--- src/rtl/hpt_pkg.sv ---
package hpt_pkg;
  localparam int WORD_W = 32;

  // compare mask on the first word: everything but the valid and secondary bits
  localparam logic [WORD_W-1:0] MATCH_MASK = 32'h7FFF_FFBF;
  localparam logic [WORD_W-1:0] BASE_MASK  = 32'hFFFF_0000;

  localparam int W0_VALID_BIT = 31;
  localparam int W1_REF_BIT   = 8;
  localparam int W1_CHG_BIT   = 7;

  typedef enum logic [1:0] {
    ACC_LOAD  = 2'd0,
    ACC_STORE = 2'd1,
    ACC_FETCH = 2'd2,
    ACC_RSVD  = 2'd3
  } acc_e;

  typedef enum logic [2:0] {
    ST_IDLE,
    ST_RD0,
    ST_W0,
    ST_RD1,
    ST_W1,
    ST_WB
  } state_e;

  typedef struct packed {
    logic x;
    logic w;
    logic r;
  } rights_t;
endpackage

--- src/rtl/hpt_addr_gen.sv ---
module hpt_addr_gen #(
  parameter int HASH_W      = 19,
  parameter int SLOT_W      = 3,
  parameter int ENTRY_SHIFT = 3,
  parameter int GRP_SHIFT   = 6
) (
  input  logic [31:0]       cfg,
  input  logic [HASH_W-1:0] hash,
  input  logic [SLOT_W-1:0] slot,
  input  logic              second,
  output logic [31:0]       addr
);
  import hpt_pkg::*;

  localparam logic [31:0] HALF_ENTRY = 32'((1 << ENTRY_SHIFT) / 2);

  logic [31:0] tbl_base;
  logic [31:0] tbl_mask;
  logic [31:0] grp_off;
  logic [31:0] slot_off;

  always_comb begin
    tbl_base = cfg & BASE_MASK;
    tbl_mask = {7'd0, cfg[8:0], 16'hFFFF};
    grp_off  = (32'(hash) << GRP_SHIFT) & tbl_mask;
    slot_off = 32'(slot) << ENTRY_SHIFT;
    addr     = tbl_base + grp_off + slot_off + (second ? HALF_ENTRY : 32'd0);
  end
endmodule

--- src/rtl/hpt_entry_match.sv ---
module hpt_entry_match (
  input  logic [31:0] word0,
  input  logic [31:0] cmp,
  output logic        match
);
  import hpt_pkg::*;

  logic [31:0] diff;

  always_comb begin
    diff  = (word0 ^ cmp) & MATCH_MASK;
    match = word0[W0_VALID_BIT] && (diff == 32'd0);
  end
endmodule

--- src/rtl/hpt_rights.sv ---
module hpt_rights (
  input  logic          key_sup,
  input  logic          key_usr,
  input  logic          no_exec,
  input  logic          user,
  input  logic [1:0]    pp,
  input  logic [1:0]    acc,
  output hpt_pkg::rights_t rights,
  output logic          allowed
);
  import hpt_pkg::*;

  logic key;

  always_comb begin
    key      = user ? key_usr : key_sup;
    rights   = '0;
    if (key) begin
      unique case (pp)
        2'd0:    begin rights.r = 1'b0; rights.w = 1'b0; end
        2'd2:    begin rights.r = 1'b1; rights.w = 1'b1; end
        default: begin rights.r = 1'b1; rights.w = 1'b0; end
      endcase
    end else begin
      unique case (pp)
        2'd3:    begin rights.r = 1'b1; rights.w = 1'b0; end
        default: begin rights.r = 1'b1; rights.w = 1'b1; end
      endcase
    end
    rights.x = !no_exec;

    unique case (acc)
      ACC_STORE: allowed = rights.w;
      ACC_FETCH: allowed = rights.x;
      default:   allowed = rights.r;
    endcase
  end
endmodule

--- src/rtl/hpt_group_search.sv ---
module hpt_group_search #(
  parameter int HASH_W      = 19,
  parameter int NUM_SLOTS   = 8,
  parameter int ENTRY_BYTES = 8,
  localparam int SLOT_W     = $clog2(NUM_SLOTS)
) (
  input  logic              clk,
  input  logic              rst_n,
  input  logic [31:0]       cfg_table,
  input  logic              req_valid,
  output logic              req_ready,
  input  logic [HASH_W-1:0] req_hash,
  input  logic [31:0]       req_cmp,
  input  logic [2:0]        req_seg_attr,
  input  logic              req_user,
  input  logic [1:0]        req_acc,
  output logic              mem_req_valid,
  input  logic              mem_req_ready,
  output logic              mem_req_write,
  output logic [31:0]       mem_req_addr,
  output logic [31:0]       mem_req_wdata,
  input  logic              mem_rsp_valid,
  input  logic [31:0]       mem_rsp_data,
  output logic              done,
  output logic              hit,
  output logic              fault,
  output logic [19:0]       res_rpn,
  output logic [3:0]        res_wimg,
  output logic [2:0]        res_rights,
  output logic [SLOT_W-1:0] res_slot
);
  import hpt_pkg::*;

  localparam int ENTRY_SHIFT           = $clog2(ENTRY_BYTES);
  localparam int GRP_SHIFT             = SLOT_W + ENTRY_SHIFT;
  localparam logic [SLOT_W-1:0] LAST_SLOT = SLOT_W'(NUM_SLOTS - 1);

  state_e              st_q;
  logic [SLOT_W-1:0]   slot_q;
  logic [HASH_W-1:0]   hash_q;
  logic [31:0]         cmp_q;
  logic [31:0]         cfg_q;
  logic [2:0]          attr_q;
  logic                user_q;
  logic [1:0]          acc_q;
  logic [31:0]         wb_q;

  logic                done_q;
  logic                hit_q;
  logic                fault_q;
  logic [19:0]         rpn_q;
  logic [3:0]          wimg_q;
  logic [2:0]          rights_q;
  logic [SLOT_W-1:0]   rslot_q;

  logic                second_word;
  logic [31:0]         gen_addr;
  logic                ent_match;
  rights_t             dec_rights;
  logic                dec_allowed;
  logic [31:0]         upd_word;

  hpt_addr_gen #(
    .HASH_W     (HASH_W),
    .SLOT_W     (SLOT_W),
    .ENTRY_SHIFT(ENTRY_SHIFT),
    .GRP_SHIFT  (GRP_SHIFT)
  ) u_addr (
    .cfg   (cfg_q),
    .hash  (hash_q),
    .slot  (slot_q),
    .second(second_word),
    .addr  (gen_addr)
  );

  hpt_entry_match u_match (
    .word0(mem_rsp_data),
    .cmp  (cmp_q),
    .match(ent_match)
  );

  hpt_rights u_rights (
    .key_sup(attr_q[2]),
    .key_usr(attr_q[1]),
    .no_exec(attr_q[0]),
    .user   (user_q),
    .pp     (mem_rsp_data[1:0]),
    .acc    (acc_q),
    .rights (dec_rights),
    .allowed(dec_allowed)
  );

  always_comb begin
    second_word   = (st_q == ST_RD1) || (st_q == ST_W1) || (st_q == ST_WB);
    req_ready     = (st_q == ST_IDLE);
    mem_req_valid = (st_q == ST_RD0) || (st_q == ST_RD1) || (st_q == ST_WB);
    mem_req_write = (st_q == ST_WB);
    mem_req_addr  = gen_addr;
    mem_req_wdata = wb_q;
    upd_word      = mem_rsp_data;
    upd_word[W1_REF_BIT] = 1'b1;
    if (acc_q == ACC_STORE) upd_word[W1_CHG_BIT] = 1'b1;
  end

  always_ff @(posedge clk or negedge rst_n) begin
    if (!rst_n) begin
      st_q     <= ST_IDLE;
      slot_q   <= '0;
      hash_q   <= '0;
      cmp_q    <= '0;
      cfg_q    <= '0;
      attr_q   <= '0;
      user_q   <= 1'b0;
      acc_q    <= 2'd0;
      wb_q     <= '0;
      done_q   <= 1'b0;
      hit_q    <= 1'b0;
      fault_q  <= 1'b0;
      rpn_q    <= '0;
      wimg_q   <= '0;
      rights_q <= '0;
      rslot_q  <= '0;
    end else begin
      done_q <= 1'b0;
      unique case (st_q)
        ST_IDLE: begin
          if (req_valid) begin
            hash_q <= req_hash;
            cmp_q  <= req_cmp;
            cfg_q  <= cfg_table;
            attr_q <= req_seg_attr;
            user_q <= req_user;
            acc_q  <= req_acc;
            slot_q <= '0;
            st_q   <= ST_RD0;
          end
        end
        ST_RD0: begin
          if (mem_req_ready) st_q <= ST_W0;
        end
        ST_W0: begin
          if (mem_rsp_valid) begin
            if (ent_match) begin
              st_q <= ST_RD1;
            end else if (slot_q == LAST_SLOT) begin
              hit_q    <= 1'b0;
              fault_q  <= 1'b0;
              rpn_q    <= '0;
              wimg_q   <= '0;
              rights_q <= '0;
              rslot_q  <= slot_q;
              done_q   <= 1'b1;
              st_q     <= ST_IDLE;
            end else begin
              slot_q <= slot_q + 1'b1;
              st_q   <= ST_RD0;
            end
          end
        end
        ST_RD1: begin
          if (mem_req_ready) st_q <= ST_W1;
        end
        ST_W1: begin
          if (mem_rsp_valid) begin
            hit_q    <= 1'b1;
            fault_q  <= !dec_allowed;
            rpn_q    <= mem_rsp_data[31:12];
            wimg_q   <= mem_rsp_data[6:3];
            rights_q <= dec_rights;
            rslot_q  <= slot_q;
            wb_q     <= upd_word;
            if (dec_allowed && (upd_word != mem_rsp_data)) begin
              st_q <= ST_WB;
            end else begin
              done_q <= 1'b1;
              st_q   <= ST_IDLE;
            end
          end
        end
        ST_WB: begin
          if (mem_req_ready) begin
            done_q <= 1'b1;
            st_q   <= ST_IDLE;
          end
        end
        default: st_q <= ST_IDLE;
      endcase
    end
  end

  assign done       = done_q;
  assign hit        = hit_q;
  assign fault      = fault_q;
  assign res_rpn    = rpn_q;
  assign res_wimg   = wimg_q;
  assign res_rights = rights_q;
  assign res_slot   = rslot_q;
endmodule

--- config.mk ---
export PLATFORM = sky130hd
export DESIGN_NAME = hpt_group_search
export DESIGN_NICKNAME = d
export VERILOG_FILES = /design/src/rtl/hpt_pkg.sv /design/src/rtl/hpt_addr_gen.sv /design/src/rtl/hpt_entry_match.sv /design/src/rtl/hpt_rights.sv /design/src/rtl/hpt_group_search.sv
export SDC_FILE = /design/constraint.sdc
export NUM_CORES = 1
export LEC_CHECK = 0
export BUFFER_PORTS_ARGS = -buffer_cell sky130_fd_sc_hd__buf_2
export CELL_PAD_IN_SITES_DETAIL_PLACEMENT = 1
export CELL_PAD_IN_SITES_GLOBAL_PLACEMENT = 1
export CORE_MARGIN = 2
export CORE_UTILIZATION = 30
export DETAILED_ROUTE_END_ITERATION = 7
export PLACE_DENSITY_LB_ADDON = 0.08
export SETUP_SLACK_MARGIN = 0.05
export SLEW_MARGIN = 5
export SYNTH_ARGS = -nofsm -noshare
export SYNTH_HDL_FRONTEND = slang
export SYNTH_SLANG_ARGS = --single-unit
--- constraint.sdc ---
create_clock -name clk -period 2.74 [get_ports clk]
set_input_delay 0.274 -clock clk [delete_from_list [all_inputs] [get_ports clk]]
set_output_delay 0.274 -clock clk [all_outputs]
set_load 0.05 [all_outputs]
* Yosys cells after proc, flatten, opt, wreduce, memory -nomap -nowiden
Index checks and enable logic that the tools add are counted.
** Storage, ports and cells
- Output and inout port bits :: 100
- Register bits after elaboration :: 159
- Input bits :: 126
- Logic and storage cells :: 116
** Operators by class
- Eq/ne operators :: 20
- Reduce and logical (&&, ||, !) cells :: 18
- Add/subtract/negate cells :: 4
- Bitwise gates (word level) :: 2
- Multiplexer cells :: 56
** Operators with widths (number)
- 20-bit 2-to-1 mux :: 4
- 3-bit 2-to-1 mux :: 20
- 20-bit one-hot mux with 2 select lines :: 1
- 32-bit by 3-bit adder with 32-bit output :: 1
- 32-bit adder :: 1
- 32-bit by 6-bit adder with 32-bit output :: 1
- 32-bit logical NOT :: 1
- 31-bit XOR :: 1
- 25-bit bitwise AND :: 1
- 2-bit != test, second input constant :: 9
- 3-bit one-hot mux with 2 select lines :: 3
- 3-bit one-hot mux with 6 select lines :: 1
- 4-bit 2-to-1 mux :: 4
- 1-bit 2-to-1 mux :: 14
- 5-bit AND reduction :: 2
- 3-bit equality test, second input constant :: 3
- 4-bit one-hot mux with 2 select lines :: 1
- 2-bit equality test, second input constant :: 3
- 3-bit by 2-bit equality test with 1-bit output, second input constant :: 2
- 2-bit 2-to-1 mux :: 3
- 1-bit one-hot mux with 2 select lines :: 3
- 6-bit AND reduction :: 1
- 1-bit logical OR :: 4
- 2-bit one-hot mux with 2 select lines :: 1
- other kinds (11) :: 15

* Depth between registers and ports, before layout
- Depth after elaboration :: 8
- Gate-level depth with buffers :: 9
- Gate-level depth less buffers :: 9

* Modules after synthesis
A second synthesis with hierarchy kept.
** Unflattened totals
- Cell total of the unflattened synthesis :: 734
- Area total of the unflattened synthesis :: 7378.3 um2
** Modules (own cells, without submodules)
- hpt_group_search :: area an instance 6178.4 um2, cells an instance 579, seq. area each 4003.8 um2, times used 1
- hpt_addr_gen :: area an instance 767.0 um2, cells an instance 100, seq. area each 0.0 um2, times used 1
- hpt_entry_match :: area an instance 332.8 um2, cells an instance 40, seq. area each 0.0 um2, times used 1
- hpt_rights :: area an instance 100.1 um2, cells an instance 15, seq. area each 0.0 um2, times used 1

* Least setup slack after synthesis
OpenSTA, ideal clock, no wires.
- Path kind :: reg-to-output
- Start :: register cfg_q[1]
- End :: output mem_req_addr[27]
- Data arrival time :: 2672 ps
- Stages on the path, launching flop included :: 9
- Buffers on the path :: 0
- Setup slack :: -206 ps
- Required time :: 2466 ps
- Path through :: dfrtp_1 -> and2_1 -> ha_1 -> a21oi_1 -> o211ai_1 -> or4_1 -> a31oi_1 -> nor2_1 -> xor2_1
** Between the ends
- Longest elaborated chain between the ends :: 4
** Ends and longest elaborated chain
- start, declared :: line hpt_group_search.sv:42 : logic [31:0] cfg_q;
- start signal, assigned :: line hpt_group_search.sv:130 : cfg_q <= cfg_table;
- 25-bit bitwise AND :: line hpt_addr_gen.sv:25 : grp_off = (32'(hash) << GRP_SHIFT) & tbl_mask;
- 32-bit adder :: line hpt_addr_gen.sv:27 : addr = tbl_base + grp_off + slot_off + (second ? HALF_ENTRY : 32'd0);
- 32-bit by 6-bit adder with 32-bit output :: line hpt_addr_gen.sv:27
- 32-bit by 3-bit adder with 32-bit output :: line hpt_addr_gen.sv:27
- end, declared :: line hpt_group_search.sv:20 : output logic [31:0] mem_req_addr,
No other way between the ends.

* Worst setup path after layout
- Start :: register hash_q[10]
- End :: output mem_req_addr[24]
** Between the ends
- Longest elaborated chain between the ends :: 4
** Ends and longest elaborated chain
- start, declared :: line hpt_group_search.sv:40 : logic [HASH_W-1:0] hash_q;
- start signal, assigned :: line hpt_group_search.sv:128 : hash_q <= req_hash;
- 25-bit bitwise AND :: line hpt_addr_gen.sv:25
- 32-bit adder :: line hpt_addr_gen.sv:27
- 32-bit by 6-bit adder with 32-bit output :: line hpt_addr_gen.sv:27
- 32-bit by 3-bit adder with 32-bit output :: line hpt_addr_gen.sv:27
No other way between the ends.

==> metrics.csv <==
stage;metric;value;unit
worst_setup_path;crit path DAT;2.77;ns
die;height of the die;159.5;um
routing;final wirelength;23.43;mm
pwr;leakage;5.100;nW
routing;Antenna Violating Nets Remaining;0;
routing;Vias per Instance;4.586;
global_routing;initial antenna violation count;8;
timing;max-slew violation count;0;
synth;Synth Register Bits;151;
timing;RSZ-0062 raised after global routing;true;
synth;synth unique cells;48;
synth;Most used DFF post-synth;dfrtp_1;
die;IO Count;226;
synth;Ys Warns;0;
pwr;Sequential Power Share;28.8;%
routing;DR iter-0 viols;273;
synth;Synth Cell Area;0.007254;sq mm
synth;syn_area_per_cell;8.804;sq um
run;maxcap violations;0;
clock_network;CTS Buffer Depth;2;
synth;FFs w/ async S/R, synth;100.0;%
synth;post-synth top area share;52.09;%
clock_network;clk root buf;clkbuf_16;
timing;FMAX;328.1;MHz
routing;first-pass iteration count of the detailed router;4;
pwr;switching power;6.624;mW
layout;proportion of layout cells with a drive suffix above 1;30.95;%
layout;area delta synth->final;33.49;%
timing;count of final hold-check violations;0;
outcome;status;complete, but fails checks;
global_routing;global route total overflow;0;
global_routing;first-pass GRT wire length;37.05;mm
outcome;violated checks;setup timing;
worst_setup_path;Crit Path Category;reg -> out;
synth;Mapped Cells;824;
place;I/O Buffers;214;
die;Starting Density;30.72;%
timing;Final period util;111.2;%
worst_setup_path;critical path startpoint category;flip-flop;
clock_network;TritonCTS clock tree;done;
timing;Worst Max-Slew Pin Slew;0.9986;ns
pwr;Gate power share;54.1;%
synth;mux contribution to synthesized area;0.1380;%
global_routing;number of global-route vias before repair;6621;
worst_setup_path;CP max FO;2;
clock_network;H-tree depth;4;
layout;nets@finish;1179;
layout;post-layout util;41.01;%
timing;Max-Slew Margin vs Limit;33.35;%
global_routing;largest net degree at the start of global routing;66;
synth;EDFF count, synth;0;
place;RePlAce Congestion;0.7734;
timing;crit path time final;3.048;ns
clock_network;total CTS buffers;17;
layout;fin area;0.009684;sq mm
pwr;PwrDens;1393;mW/mm^2
pwr;Switching Fraction;49.10;%
synth;sequential share of the synthesized area;52.09;%
synth;Synth area leaders;dfrtp_1 52%, nand2_1 19%, xnor2_1 3.6%;
synth;largest family of logic cells by synthesized area;simple AND/OR/NAND/NOR gates;
die;core area;0.02361;sq mm
die;DIE AREA;0.02544;sq mm
layout;commonest non-fill, non-tap cells in the layout;369 x nand2_1, 202 x buf_2, 151 x dfrtp_1;
worst_setup_path;Critical Path Sink Type;output pin;
synth;Synth Area in XOR/XNOR;5.071;%
clock_network;CTS clk-pin slew, worst paths;0.07;ns
synth;top cell type by total area after synthesis;dfrtp_1;
timing;clock skew;0.01344;ns
routing;drt drc;0;
global_routing;GRT Total Usage;18.68;%
routing;via count;6296;
clock_network;# clock sinks;151;
timing;final setup vio count;10;
synth;Simple-Gate Fraction of Synth Area;25.73;%
layout;most common cell after layout, fill and taps aside;nand2_1;
routing;average wire per standard cell;17.06;um
pwr;clock share of power;17.1;%
place;placed cell areas;0.008786;sq mm
synth;post-synthesis adder-cell area fraction;2.518;%
hold_path;HP Class;in -> reg;
pwr;peak supply drop;0.001267;V
die;Row Count;56;
timing;final setup margin;-0.3079;ns
pwr;P_int;6.867;mW
worst_setup_path;Critical Path RT;2.47;ns
place;HPWL after DPL;16.96;mm
clock_network;worst skew pair latency;0.43;ns
synth;Synth Area in Compound Gates;9.124;%
die;Chip Width;159.5;um
[flip-flops by register name (all words and copies together) (netlist names), 4 cells and up]
signal / count
cfg_q: 25
cmp_q: 30
hash_q: 19
mem_req_wdata: 32
res_rpn: 20
res_wimg: 4
[power by group through the flow]
stage	logic, mW	registers [mW]	clock network, mW
after CTS	7.15	3.88	2.37
final	7.30	3.88	2.31
after global routing	7.91	4.03	2.46
after global placement	6.71	3.89	0
after floorplan	3.92	4.98	0
after detailed placement	6.79	3.91	0
[cells by family (layout without fill, tap and decap cells)]
family / count (synthesis) / after routing
other: 1 / 6
adders and majority gates: 14 / 14
buffers and inverters: 85 / 309
xor gates and xnor gates: 42 / 42
DFF: 151 / 151
AOI/OAI and AO/OA: 75 / 75
muxes: 1 / 1
and+or+nand+nor: 455 / 456
[path summary, 6_finish.rpt]
kind                                  startpoint          endpoint  slack (ns)  cells past startpoint
worst max-delay path                  hash_q[10]  mem_req_addr[24]       -0.31                     11
worst max register to register          cmp_q[8]         slot_q[0]        0.14                      7
min in group asynchronous                  rst_n       res_slot[2]        0.42                      2
worst min-delay path                cfg_table[5]          cfg_q[5]        0.04                      3
max in group asynchronous                  rst_n         cfg_q[24]        1.62                      3
worst min register to register  mem_req_wdata[6]  mem_req_wdata[6]        0.47                      2
[layer usage]
metal / global-route usage, % / up-vias / wire length (um)
li1: - / 3067 / -
met1: 24.70 / 3068 / 10960
met2: 30.62 / 136 / 11050
met3: 5.001 / 17 / 1195
met4: 4.256 / 8 / 172
met5: 0 / - / 58
[final cells by class]
class	instances	area [sq um]
Clock inverter	12	131.4
Clock buffer	18	429.2
Fill cell	2818	13930
Multi-Input combinational cell	590	3368
Sequential cell	151	3779
Timing Repair Buffer	243	1433
Antenna cell	4	10.01
Inverter	36	135.1
Tap cell	319	399.1
[worst max-delay path, cell delays in order (launching register included)]
cell       delay [ns]
dfrtp_1          0.38
and2_4           0.17
ha_4             0.16
fa_2             0.34
a21o_1           0.17
a21o_1           0.18
a2111oi_2        0.29
buf_4            0.18
nor2b_1          0.05
nor2_2           0.12
xnor2_2          0.13
buf_6            0.18
[synth_stat cells (all sizes together) (2+ instances only)]
library cell  number
nor4               3
xnor2             30
and2              11
buf               15
xor2              12
a21boi             2
a31oi              3
nor2              19
nand2            374
dfrtp            151
ha                13
nor2b              3
nand3              9
a21oi              8
o21ai             15
nand4              9
clkbuf            34
a32o               2
o32ai              3
inv               36
and3               3
nand2b            11
o221ai            24
nor3               4
or4                4
o21bai             3
a21o               5
o211ai             3
[what timing repair did]
| item | CTS | global route |
|---|---|---|
| endpoints found under the setup margin | 11 | 12 |
| setup buffers | 4 | 5 |
| cloned | 0 | 1 |
| hold buffers | 1 | 0 |
| endpoints found under the hold margin | 61 | 0 |
| resized for setup | 38 | 18 |
| pin swaps | 14 | 7 |
[through the flow]
| step | setup slack, ns | TNS (ns) | power [mW] | hold WS [ns] | instances |
|---|---|---|---|---|---|
| 3_3_place_gp | -0.2535 | -0.9712 | 10.60 | 0.3421 | 1328 |
| 3_5_place_dp | -0.3120 | -1.316 | 10.69 | 0.3372 | 1328 |
| 4_1_cts | -0.4386 | -3.223 | 13.41 | 0.01666 | 1363 |
| 6_report | -0.3079 | -2.378 | 13.49 | 0.03531 | 1373 |
| 2_1_floorplan | 0.03864 | 0 | 8.898 | -0.02159 | 825 |
| 5_1_grt | -0.3999 | -3.387 | 14.40 | 0.02201 | 1370 |
Note: power is estimated with default switching activity, not from simulation.
